[src/rtl/lsc_pkg.sv]
package lsc_pkg;
  localparam int INSTR_W = 32;
  localparam int FIELD_W = 5;
  localparam int IMM_W   = 16;

  localparam logic [5:0] OPC_ALU = 6'd0;
  localparam logic [5:0] OPC_LDW = 6'd35;
  localparam logic [5:0] OPC_STW = 6'd43;
  localparam logic [5:0] OPC_LDB = 6'd32;
  localparam logic [5:0] OPC_STB = 6'd40;
  localparam logic [5:0] FNC_ADD = 6'd32;
  localparam logic [5:0] FNC_SUB = 6'd34;

  typedef enum logic [2:0] {
    K_NOP, K_ADD, K_SUB, K_LDW, K_STW, K_LDB, K_STB
  } op_kind_e;

  typedef struct packed {
    op_kind_e             kind;
    logic [FIELD_W-1:0]   ra;
    logic [FIELD_W-1:0]   rb;
    logic [FIELD_W-1:0]   rd;
    logic [IMM_W-1:0]     imm;
  } dec_t;
endpackage

[src/rtl/lsc_rst_sync.sv]
module lsc_rst_sync #(
  parameter int STAGES = 2
) (
  input  logic clk,
  input  logic rst_n,
  output logic rst_q
);
  logic [STAGES-1:0] chain_q;

  always_ff @(posedge clk or negedge rst_n) begin
    if (!rst_n) chain_q <= '0;
    else        chain_q <= {chain_q[STAGES-2:0], 1'b1};
  end

  assign rst_q = chain_q[STAGES-1];
endmodule

[src/rtl/lsc_decode.sv]
module lsc_decode
  import lsc_pkg::*;
(
  input  logic [INSTR_W-1:0] instr_i,
  output dec_t               dec_o
);
  logic [5:0] opc;
  logic [5:0] fnc;

  assign opc = instr_i[31:26];
  assign fnc = instr_i[5:0];

  always_comb begin
    dec_o.ra   = instr_i[25:21];
    dec_o.rb   = instr_i[20:16];
    dec_o.rd   = instr_i[15:11];
    dec_o.imm  = instr_i[15:0];
    dec_o.kind = K_NOP;
    unique case (opc)
      OPC_ALU: begin
        if (fnc == FNC_ADD)      dec_o.kind = K_ADD;
        else if (fnc == FNC_SUB) dec_o.kind = K_SUB;
      end
      OPC_LDW: dec_o.kind = K_LDW;
      OPC_STW: dec_o.kind = K_STW;
      OPC_LDB: dec_o.kind = K_LDB;
      OPC_STB: dec_o.kind = K_STB;
      default: dec_o.kind = K_NOP;
    endcase
  end
endmodule

[src/rtl/lsc_regfile.sv]
module lsc_regfile #(
  parameter int XLEN = 32,
  parameter int NREG = 32,
  localparam int AW  = $clog2(NREG)
) (
  input  logic            clk,
  input  logic            wr_en,
  input  logic [AW-1:0]   wr_addr,
  input  logic [XLEN-1:0] wr_data,
  input  logic [AW-1:0]   rd_addr_a,
  input  logic [AW-1:0]   rd_addr_b,
  output logic [XLEN-1:0] rd_data_a,
  output logic [XLEN-1:0] rd_data_b
);
  logic [XLEN-1:0] regs_q [NREG];
  logic            wr_ok;

  assign wr_ok = wr_en && (wr_addr != '0);

  always_ff @(posedge clk) begin
    if (wr_ok) regs_q[wr_addr] <= wr_data;
  end

  assign rd_data_a = (rd_addr_a == '0) ? '0 : regs_q[rd_addr_a];
  assign rd_data_b = (rd_addr_b == '0) ? '0 : regs_q[rd_addr_b];
endmodule

[src/rtl/lsc_lsu.sv]
module lsc_lsu
  import lsc_pkg::*;
#(
  parameter int XLEN = 32,
  localparam int NB  = XLEN / 8,
  localparam int OW  = $clog2(NB)
) (
  input  logic             en,
  input  op_kind_e         kind,
  input  logic [XLEN-1:0]  base,
  input  logic [IMM_W-1:0] imm,
  input  logic [XLEN-1:0]  src,
  input  logic [XLEN-1:0]  mem_rdata,
  output logic [XLEN-1:0]  mem_addr,
  output logic             mem_we,
  output logic [NB-1:0]    mem_be,
  output logic [XLEN-1:0]  mem_wdata,
  output logic [XLEN-1:0]  load_val
);
  logic [XLEN-1:0] offs;
  logic [OW-1:0]   lane;
  logic [7:0]      pick;

  assign offs     = {{(XLEN-IMM_W){imm[IMM_W-1]}}, imm};
  assign mem_addr = base + offs;
  assign lane     = OW'(NB-1) - mem_addr[OW-1:0];
  assign pick     = mem_rdata[8*lane +: 8];

  always_comb begin
    mem_be    = '0;
    mem_wdata = src;
    load_val  = mem_rdata;
    unique case (kind)
      K_STW: mem_be = '1;
      K_STB: begin
        mem_be    = NB'(1) << lane;
        mem_wdata = {NB{src[7:0]}};
      end
      K_LDB: load_val = {{(XLEN-8){pick[7]}}, pick};
      default: ;
    endcase
  end

  assign mem_we = en && ((kind == K_STW) || (kind == K_STB));
endmodule

[src/rtl/lsc_core.sv]
module lsc_core
  import lsc_pkg::*;
#(
  parameter int XLEN    = 32,
  parameter int NREG    = 32,
  parameter int PC_STEP = 4,
  localparam int NB     = XLEN / 8,
  localparam int RAW    = $clog2(NREG)
) (
  input  logic            clk,
  input  logic            rst_n,
  output logic [XLEN-1:0] imem_addr,
  input  logic [31:0]     imem_data,
  output logic [XLEN-1:0] dmem_addr,
  output logic            dmem_we,
  output logic [NB-1:0]   dmem_be,
  output logic [XLEN-1:0] dmem_wdata,
  input  logic [XLEN-1:0] dmem_rdata
);
  logic            rst_q;
  logic [XLEN-1:0] pc_q, pc_d;
  dec_t            dec;
  logic [XLEN-1:0] rs_val, rt_val, alu_val, load_val, wb_val;
  logic            rf_we;
  logic [RAW-1:0]  rf_waddr;
  logic [RAW-1:0]  rs_a;

  lsc_rst_sync #(.STAGES(2)) u_rst (.clk(clk), .rst_n(rst_n), .rst_q(rst_q));

  always_comb pc_d = pc_q + XLEN'(PC_STEP);

  always_ff @(posedge clk or negedge rst_q) begin
    if (!rst_q) pc_q <= '0;
    else        pc_q <= pc_d;
  end

  assign imem_addr = pc_q;

  lsc_decode u_dec (.instr_i(imem_data), .dec_o(dec));

  assign rs_a = RAW'(dec.ra);

  lsc_regfile #(.XLEN(XLEN), .NREG(NREG)) u_rf (
    .clk(clk), .wr_en(rf_we), .wr_addr(rf_waddr), .wr_data(wb_val),
    .rd_addr_a(rs_a), .rd_addr_b(RAW'(dec.rb)),
    .rd_data_a(rs_val), .rd_data_b(rt_val)
  );

  always_comb begin
    alu_val = (dec.kind == K_SUB) ? (rs_val - rt_val) : (rs_val + rt_val);
  end

  lsc_lsu #(.XLEN(XLEN)) u_lsu (
    .en(rst_q), .kind(dec.kind), .base(rs_val), .imm(dec.imm), .src(rt_val),
    .mem_rdata(dmem_rdata), .mem_addr(dmem_addr), .mem_we(dmem_we),
    .mem_be(dmem_be), .mem_wdata(dmem_wdata), .load_val(load_val)
  );

  always_comb begin
    rf_we    = 1'b0;
    rf_waddr = RAW'(dec.rb);
    wb_val   = load_val;
    unique case (dec.kind)
      K_ADD, K_SUB: begin
        rf_we    = rst_q;
        rf_waddr = RAW'(dec.rd);
        wb_val   = alu_val;
      end
      K_LDW, K_LDB: rf_we = rst_q;
      default: ;
    endcase
  end
endmodule

[config.mk]
export PLATFORM = sky130hd
export DESIGN_NAME = lsc_core
export DESIGN_NICKNAME = d
export VERILOG_FILES = /design/src/rtl/lsc_pkg.sv /design/src/rtl/lsc_rst_sync.sv /design/src/rtl/lsc_decode.sv /design/src/rtl/lsc_regfile.sv /design/src/rtl/lsc_lsu.sv /design/src/rtl/lsc_core.sv
export SDC_FILE = /design/constraint.sdc
export NUM_CORES = 2
export LEC_CHECK = 0
export ABC_AREA = 1
export BUFFER_PORTS_ARGS = -buffer_cell sky130_fd_sc_hd__buf_2
export CAP_MARGIN = 0
export CORE_ASPECT_RATIO = 1.75
export CORE_MARGIN = 5
export CORE_UTILIZATION = 49
export CTS_CLUSTER_DIAMETER = 30
export DETAILED_ROUTE_END_ITERATION = 16
export PLACE_DENSITY_LB_ADDON = 0.05
export SYNTH_ARGS = -nofsm -noshare
export SYNTH_HDL_FRONTEND = slang
export SYNTH_HIERARCHICAL = 1
export SYNTH_SLANG_ARGS = --single-unit
[constraint.sdc]
create_clock -name clk -period 7.6 [get_ports clk]
set_clock_uncertainty 0.2 [all_clocks]
set_input_delay 0.38 -clock clk [delete_from_list [all_inputs] [get_ports clk]]
set_output_delay 0.38 -clock clk [all_outputs]
set_load 0.005 [all_outputs]
## Yosys cells after proc, flatten, opt, wreduce, memory -nomap -nowiden

Memories as Yosys holds them, arrays and structs flattened.
Index checks and enable logic that the tools add are counted.

- Register bits: 34
- RAM bits: 1024
- Output and inout bits: 101
- Memories: 1

- Add/sub/neg operators: 5
- Equality and inequality tests: 12
- Shift-type cells: 2
- Mux-type cells: 14
- Reduce and logical (&&, ||, !) cells: 9

Memories:

| memory | depth | bits a word | read ports | clocked after memory_dff | write ports | RTL line | RTL |
|---|---|---|---|---|---|---|---|
| u_rf.regs_q | 32 | 32 | 2 | 0 | 1 | lsc_regfile.sv:15 | `logic [XLEN-1:0] regs_q [NREG];` |

Operator list:

| cell | number |
|---|---|
| two-way mux 32 bit | 6 |
| adder 32 bit | 2 |
| equality test 6 bit, second input constant | 6 |
| adder 32 x 3 -> 32 bit, second input constant | 1 |
| indexed part select 32 x 6 -> 8 bit | 1 |
| subtractor 32 bit | 1 |
| case mux 3 bit (5 select lines) | 1 |
| zero test 5 bit | 2 |
| equality test 3 bit, second input constant | 3 |
| case mux 4 bit (2 select lines) | 1 |
| equality test 3 x 2 -> 1 bit, second input constant | 2 |
| zero test 6 bit | 1 |
| two-way mux 5 bit | 1 |
| nonzero test 5 bit | 1 |
| OR reduction 4 bit | 1 |
| left shift 1 x 2 -> 4 bit, first input constant | 1 |
| equality test 3 x 1 -> 1 bit, second input constant | 1 |
| two-way mux 1 bit | 3 |
| two-way mux 3 bit | 1 |
| logical AND 1 bit | 2 |
| two-way mux 2 bit | 1 |
| OR reduction 2 bit | 1 |
| subtractor 2 bit, first input constant | 1 |
| logical OR 1 bit | 1 |

## Longest topological paths before layout

- Word-level depth: 11
- Gate-level depth with buffers: 38
- Depth with buffers taken out: 32

## Hierarchy

The synthesis kept the hierarchy.

By module, submodules not included:

| module | times used | cells an instance | area an instance (um^2) | sequential area each (um^2) |
|---|---|---|---|---|
| lsc_regfile | 1 | 5972 | 51687.1 | 30749.5 |
| lsc_core | 1 | 904 | 5117.4 | 750.7 |
| lsc_lsu | 1 | 686 | 3244.4 | 0.0 |
| lsc_decode | 1 | 67 | 390.4 | 0.0 |
| lsc_rst_sync | 1 | 3 | 53.8 | 50.0 |

## Worst setup path before layout

Ideal clock, no wire load.

- Path kind: input port to flip-flop
- From: input port imem_data[16]
- To: memory u_rf.regs_q[0][10], data pin
- Library setup time: 454 ps
- Data arrival time: 4754 ps
- Data required time: 6946 ps
- Slack: 2192 ps
- Stages on the path: 28
- Cells stage by stage: buf_4 > buf_4 > inv_4 > buf_6 > buf_6 > buf_8 > buf_4 > nand2_1 > nand2_1 > nand2_1 > nand3_1 > nor2_1 > nand2_1 > nand2_1 > nor2_1 > inv_1 > ha_1 > or2_2 > xor2_1 > ha_1 > nand3_1 > nand3_2 > nand2_1 > nand2_1 > nand2_1 > nand2_1 > xnor2_1 > o21ai_0

- Word-level cells in the longest chain between the ends: 5
- Elaborated cells between the ends (all ways): 7
- Those cells by class: 2 x add/sub; 3 x mux; 1 x reduce/logical; 1 x memory

Ends and longest elaborated chain:

| item | RTL line | RTL |
|---|---|---|
| start: declaration | lsc_core.sv:13 | `input logic [31:0] imem_data,` |
| memory read (32 x 32 bit) / zero test 5 bit (equally long branches) | n/a |  |
| two-way mux 32 bit * | lsc_regfile.sv:25 | `assign rd_data_b = (rd_addr_b == '0) ? '0 : regs_q[rd_addr_b];` |
| via rt_val[0] | lsc_core.sv:23 | `logic [XLEN-1:0] rs_val, rt_val, alu_val, load_val, wb_val;` |
| adder 32 bit / subtractor 32 bit (equally long branches) | lsc_core.sv:50 | `alu_val = (dec.kind == K_SUB) ? (rs_val - rt_val) : (rs_val + rt_val);` |
| two-way mux 32 bit * | lsc_core.sv:50 |  |
| two-way mux 32 bit * | lsc_core.sv:63 | `unique case (dec.kind)` |
| via wb_val[10] | lsc_core.sv:23 |  |
| end: declaration | lsc_regfile.sv:15 |  |

Mark *: on every way through the listed nets, which the timed path passes. The rest lies on a longest branch.

## Worst setup path after layout

- From: input port imem_data[16]
- To: memory u_rf.regs_q[28][28], data pin

- Word-level cells in the longest chain between the ends: 5
- Elaborated cells between the ends (all ways): 7
- Those cells by class: 2 x add/sub; 3 x mux; 1 x reduce/logical; 1 x memory

Ends and longest elaborated chain:

| item | RTL line |
|---|---|
| memory read (32 x 32 bit) / zero test 5 bit (equally long branches) | n/a |
| two-way mux 32 bit * | lsc_regfile.sv:25 |
| adder 32 bit / subtractor 32 bit (equally long branches) | lsc_core.sv:50 |
| two-way mux 32 bit * | lsc_core.sv:50 |
| two-way mux 32 bit * | lsc_core.sv:63 |
| via wb_val[28] | lsc_core.sv:23 |

Marked as above.

==> impl_table.tex <==
\begin{tabular}{lr}
\hline
Metric & Value \\
\hline
\multicolumn{2}{l}{\textbf{Route}} \\
Met2 WL & 121,000 um \\
Via count normalized by instance count & 5.99 \\
Highest metal used & met4 \\
First drt pass iteration count & 8 \\
Count of vias placed by the detailed router & 56,800 \\
Routed length on met3 & 22,500 um \\
Drt drc & 0 \\
Routed Wire Length & approximately 250,000 um \\
Routed length per placed instance & roughly 27 um \\
Drt initial violations & between 6,000 and 7,000 \\
Wire length on met1 & $\sim$86,000 um \\
Number of nets with antenna violations after detailed routing & 0 \\
\multicolumn{2}{l}{\textbf{STA}} \\
RSZ-0062 raised after global routing & false \\
Final Max Slew Viols & 0 \\
Transition at the pin with the smallest max-transition slack & 1.42 ns \\
Clock period minus final worst setup slack & approximately 6 ns \\
Setup tns final & 0 ns \\
Final worst path period share & 78.4\% \\
Total setup violations reported at the end of the flow & 0 \\
Worst-case hold slack & 0.111 ns \\
Maximum frequency from static timing analysis & approximately 170 MHz \\
Max\_slew headroom & under 10\% \\
Total count of hold-check failures in the final report & 0 \\
\multicolumn{2}{l}{\textbf{Critical path}} \\
Depth of the worst register-to-register path & 27 \\
Capture instance of the worst register-to-register path & u\_rf/regs\_q[28][28] \\
Data required time of the worst path & approximately 8 ns \\
Largest fanout on the critical path & 149 \\
Type of element capturing the critical path & flip-flop \\
Start of the worst register-to-register path & u\_rf/regs\_q[30][1] \\
Critical path data arrival time & $\sim$6.3 ns \\
Critical path class & in2reg \\
Launch point of the worst path & imem\_data[16] \\
Element type at the critical path start & input port \\
FF-to-FF setup slack & 2.08 ns \\
\multicolumn{2}{l}{\textbf{Power and ir drop}} \\
Worst IR Drop VDD & 0.000232 V \\
Power Dens Cells & 245 nW/um\^{}2 \\
Register share of total power & 38.5\% \\
Final total power & roughly 0.017 W \\
Cell Int Power & 0.0119 W \\
Share of total power in the clock network & between 40\% and 50\% \\
Net switching power figure & 0.00499 W \\
Combinational power share & $\sim$16\% \\
Switching power share of the total & 29.6\% \\
Static leakage power & approximately 29 nW \\
\multicolumn{2}{l}{\textbf{Finish}} \\
Post-route cell area & just under 70,000 um\^{}2 \\
Storage cell area & 31,600 um\^{}2 \\
Fill cell count & 11,400 \\
Net total in the final layout & 7,844 \\
Post-synthesis to final-layout area growth & 14.2\% \\
Fraction of layout instances using a drive strength above 1 & 9.46\% \\
Combined area of the multi-input logic cells & 25,400 um\^{}2 \\
\multicolumn{2}{l}{\textbf{Clock tree}} \\
Root buffer selected by CTS & sky130\_fd\_sc\_hd\_\_clkbuf\_16 \\
Clock tree from TritonCTS & yes \\
Clock sink total & 1,056 \\
H-tree lvl count & 4 \\
Clock buffers created by TritonCTS & about 160 \\
Number of gates resized after cts & 0 \\
Maximum clock path buffer count & 3 \\
Worst-path clk slew & 0.07 ns \\
Post-CTS setup repair buffer count & 0 \\
Clk Latency, worst-skew pair & 0.82 ns \\
Hold Buf Count CTS & 2 \\
\multicolumn{2}{l}{\textbf{Die}} \\
Number of core rows & 170 \\
Number of placed I/O pins & between 150 and 200 \\
Total die area & 131,000 um\^{}2 \\
Initial cell density of the core & 49.3\% \\
Total core area & 123,000 um\^{}2 \\
Height of the die & $\sim$470 um \\
Horiz. Die Dim & roughly 280 um \\
\multicolumn{2}{l}{\textbf{Global routing}} \\
Largest net degree at the start of global routing & 184 \\
Antenna violations before repair & 4 \\
Global-route wire length before repair & 358,000 um \\
Number of global-route vias before repair & approximately 54,000 \\
Total routing usage reported by global routing & 37.5\% \\
Remaining global-route overflow & 0 \\
\multicolumn{2}{l}{\textbf{Run}} \\
Number of maximum-capacitance violations & 0 \\
\multicolumn{2}{l}{\textbf{Yosys}} \\
Sequential-to-total area share from yosys stat & 52.2\% \\
Synth top area share & 50.8\% \\
Synthesized area per cell & 7.93 um\^{}2 \\
Cells after synthesis & 7,632 \\
Combined area of all synthesized cells & 60,500 um\^{}2 \\
Post-synth EDFFs & 1,024 \\
Most area-consuming cells after synthesis & sky130\_fd\_sc\_hd\_\_edfxtp\_1 51\%, sky130\_fd\_sc\_hd\_\_nand2\_1 17\%, sky130\_fd\_sc\_hd\_\_nand3\_1 8.3\% \\
Dominant synthesized flop cell & sky130\_fd\_sc\_hd\_\_edfxtp\_1 \\
Count of warnings emitted by yosys & 6 \\
Post-synthesis sequential element count & 1,056 \\
Cell type with the largest total area after synthesis & sky130\_fd\_sc\_hd\_\_edfxtp\_1 \\
Async set-reset flop share out of synthesis & under 10\% \\
Number of library cell types mapped by synthesis & 54 \\
\multicolumn{2}{l}{\textbf{Placed design}} \\
\# port buffers & around 160 \\
Placed inst area & 63,400 um\^{}2 \\
Final weighted congestion of routability-driven global placement & 1.02 \\
DP Wirelength & 158,000 um \\
\multicolumn{2}{l}{\textbf{Status}} \\
Result of the run & completed \\
\multicolumn{2}{l}{\textbf{Worst hold path}} \\
Hold crit path type & reg2async \\
\hline
\end{tabular}
final cells by class:
cell class              instances  area share [%]
clock buffers                 177            5.98
well taps                    1634            2.96
flip-flops and latches       1056            45.7
clock inverters               119            2.16
repair buffers                370            4.02
diodes                          5          0.0181
inverters                     437            2.44
multi-input cells            5685            36.7
placed cells by master, fill, tap and decap left out, drive strengths merged:
cell	synthesis	layout
conb	3	35
diode	0	5
edfxtp	1024	1024
a31oi	1	1
o211ai	21	21
xnor2	28	28
o21a	2	2
nor2	884	884
a21boi	1	1
ha	64	64
clkinvlp	0	15
nor3	21	21
o21ai	507	507
o221ai	2	2
inv	437	458
o22ai	21	21
and3	9	9
dlygate4sd3	0	2
xor2	56	56
bufinv	0	19
nor4	1	1
nor3b	1	1
clkbuf	191	178
buf	295	367
nand3b	8	8
a21o	4	4
clkinv	0	64
nand2	2750	2750
o21bai	3	3
fa	2	2
or2	8	8
o31ai	2	2
nand4	21	21
nand3	1010	1010
dfrtp	32	32
a21oi	219	219
and2	4	4
stage by stage:
step	cells	setup WS, ns	util, %
6_report	9483	1.64	56.3
5_1_grt	9479	1.53	56.3
4_1_cts	9478	1.88	56.3
3_5_place_dp	9180	1.04	51.7
3_3_place_gp	9180	1.04	51.7
2_1_floorplan	7664	2.19	-
power by group through the flow:
stage	Clock [W]	Sequential [W]	Combinational, W
final	0.00764	0.00649	0.00275
after CTS	0.00770	0.00649	0.00269
after global placement	0	0.00661	0.00268
after detailed placement	0	0.00661	0.00268
after floorplan	0	0.00662	0.00161
after global routing	0.00796	0.00649	0.00296
layer usage:
layer,GRT usage (%),up-vias
met5,0,-
li1,-,25400
met2,63.0,3365
met1,42.8,27100
met4,27.9,0
met3,6.24,932
registers in the layout, indices dropped and copies added, names as in the netlist:
signal,count
u_rf/regs_q,1024
imem_addr,30
u_rst/chain_q,2
how the worst max path moves through the flow:
stage | end | slack [ns] | depth (start not counted)
3_3_place_gp | u_rf/regs_q[20][28] | 1.04 | 31
4_1_cts | u_rf/regs_q[9][28] | 1.88 | 28
5_1_grt | u_rf/regs_q[4][27] | 1.53 | 33
2_1_floorplan | u_rf/regs_q[0][10] | 2.19 | 28
6_report | u_rf/regs_q[28][28] | 1.64 | 28
3_5_place_dp | u_rf/regs_q[22][28] | 1.04 | 28
synthesized netlist by cell type, types with 2 or more instances:
cell type / instances
sky130_fd_sc_hd__o21ai_0: 444
sky130_fd_sc_hd__fa_1: 2
sky130_fd_sc_hd__o22ai_1: 20
sky130_fd_sc_hd__buf_4: 56
sky130_fd_sc_hd__nand2_2: 7
sky130_fd_sc_hd__o211ai_1: 21
sky130_fd_sc_hd__nor2_2: 13
sky130_fd_sc_hd__nand2_1: 2741
sky130_fd_sc_hd__nand2_4: 2
sky130_fd_sc_hd__buf_6: 13
sky130_fd_sc_hd__ha_1: 64
sky130_fd_sc_hd__o21a_1: 2
sky130_fd_sc_hd__o21ai_1: 61
sky130_fd_sc_hd__buf_2: 160
sky130_fd_sc_hd__nand3b_1: 8
sky130_fd_sc_hd__conb_1: 3
sky130_fd_sc_hd__nor3_4: 3
sky130_fd_sc_hd__a21oi_1: 218
sky130_fd_sc_hd__inv_2: 13
sky130_fd_sc_hd__o31ai_1: 2
sky130_fd_sc_hd__dfrtp_1: 32
sky130_fd_sc_hd__nor2_4: 3
sky130_fd_sc_hd__nand3_2: 3
sky130_fd_sc_hd__clkbuf_1: 190
sky130_fd_sc_hd__nand4_1: 20
sky130_fd_sc_hd__or2_1: 6
sky130_fd_sc_hd__xor2_1: 56
sky130_fd_sc_hd__nor3_1: 17
sky130_fd_sc_hd__and2_1: 4
sky130_fd_sc_hd__xnor2_1: 28
sky130_fd_sc_hd__edfxtp_1: 1024
sky130_fd_sc_hd__inv_1: 423
sky130_fd_sc_hd__a21o_1: 4
sky130_fd_sc_hd__buf_1: 65
sky130_fd_sc_hd__nand3_1: 1007
sky130_fd_sc_hd__nor2_1: 868
sky130_fd_sc_hd__and3_1: 8
sky130_fd_sc_hd__or2_2: 2
sky130_fd_sc_hd__o221ai_1: 2
sky130_fd_sc_hd__o21bai_1: 3
kinds of logic after synthesis:
kind of cell	Yosys count	synth area share [%]
simple gates	4717	31.9
flops	1056	52.2
buf+inv	923	6.59
compound gates	783	6.73
xor+xnor	84	1.22
fa+ha+maj	66	1.39
other cells	3	0.0186
worst max-delay path, cell delays in order:
cell and delay (ns):
sky130_fd_sc_hd__buf_8 0.43, sky130_fd_sc_hd__inv_16 0.33, sky130_fd_sc_hd__buf_12 0.36, sky130_fd_sc_hd__o21ai_0 0.27, sky130_fd_sc_hd__nand3_1 0.13, sky130_fd_sc_hd__nand2_1 0.12, sky130_fd_sc_hd__nor2_1 0.05, sky130_fd_sc_hd__nor2_1 0.09
sky130_fd_sc_hd__nor2_1 0.11, sky130_fd_sc_hd__buf_4 0.17, sky130_fd_sc_hd__inv_1 0.08, sky130_fd_sc_hd__ha_1 0.19, sky130_fd_sc_hd__nand2_1 0.11, sky130_fd_sc_hd__nor2_2 0.20, sky130_fd_sc_hd__nand3b_1 0.16, sky130_fd_sc_hd__o21ai_2 0.28
sky130_fd_sc_hd__nand3_1 0.17, sky130_fd_sc_hd__xor2_1 0.18, sky130_fd_sc_hd__ha_1 0.49, sky130_fd_sc_hd__nand2_1 0.16, sky130_fd_sc_hd__nor2_1 0.23, sky130_fd_sc_hd__nand2_1 0.08, sky130_fd_sc_hd__inv_1 0.21, sky130_fd_sc_hd__nand3_1 0.31
sky130_fd_sc_hd__nand3b_1 0.19, sky130_fd_sc_hd__nand3_1 0.08, sky130_fd_sc_hd__nand2_1 0.15, sky130_fd_sc_hd__buf_4 0.35
No activity file was read; power rests on OpenSTA's default activity.
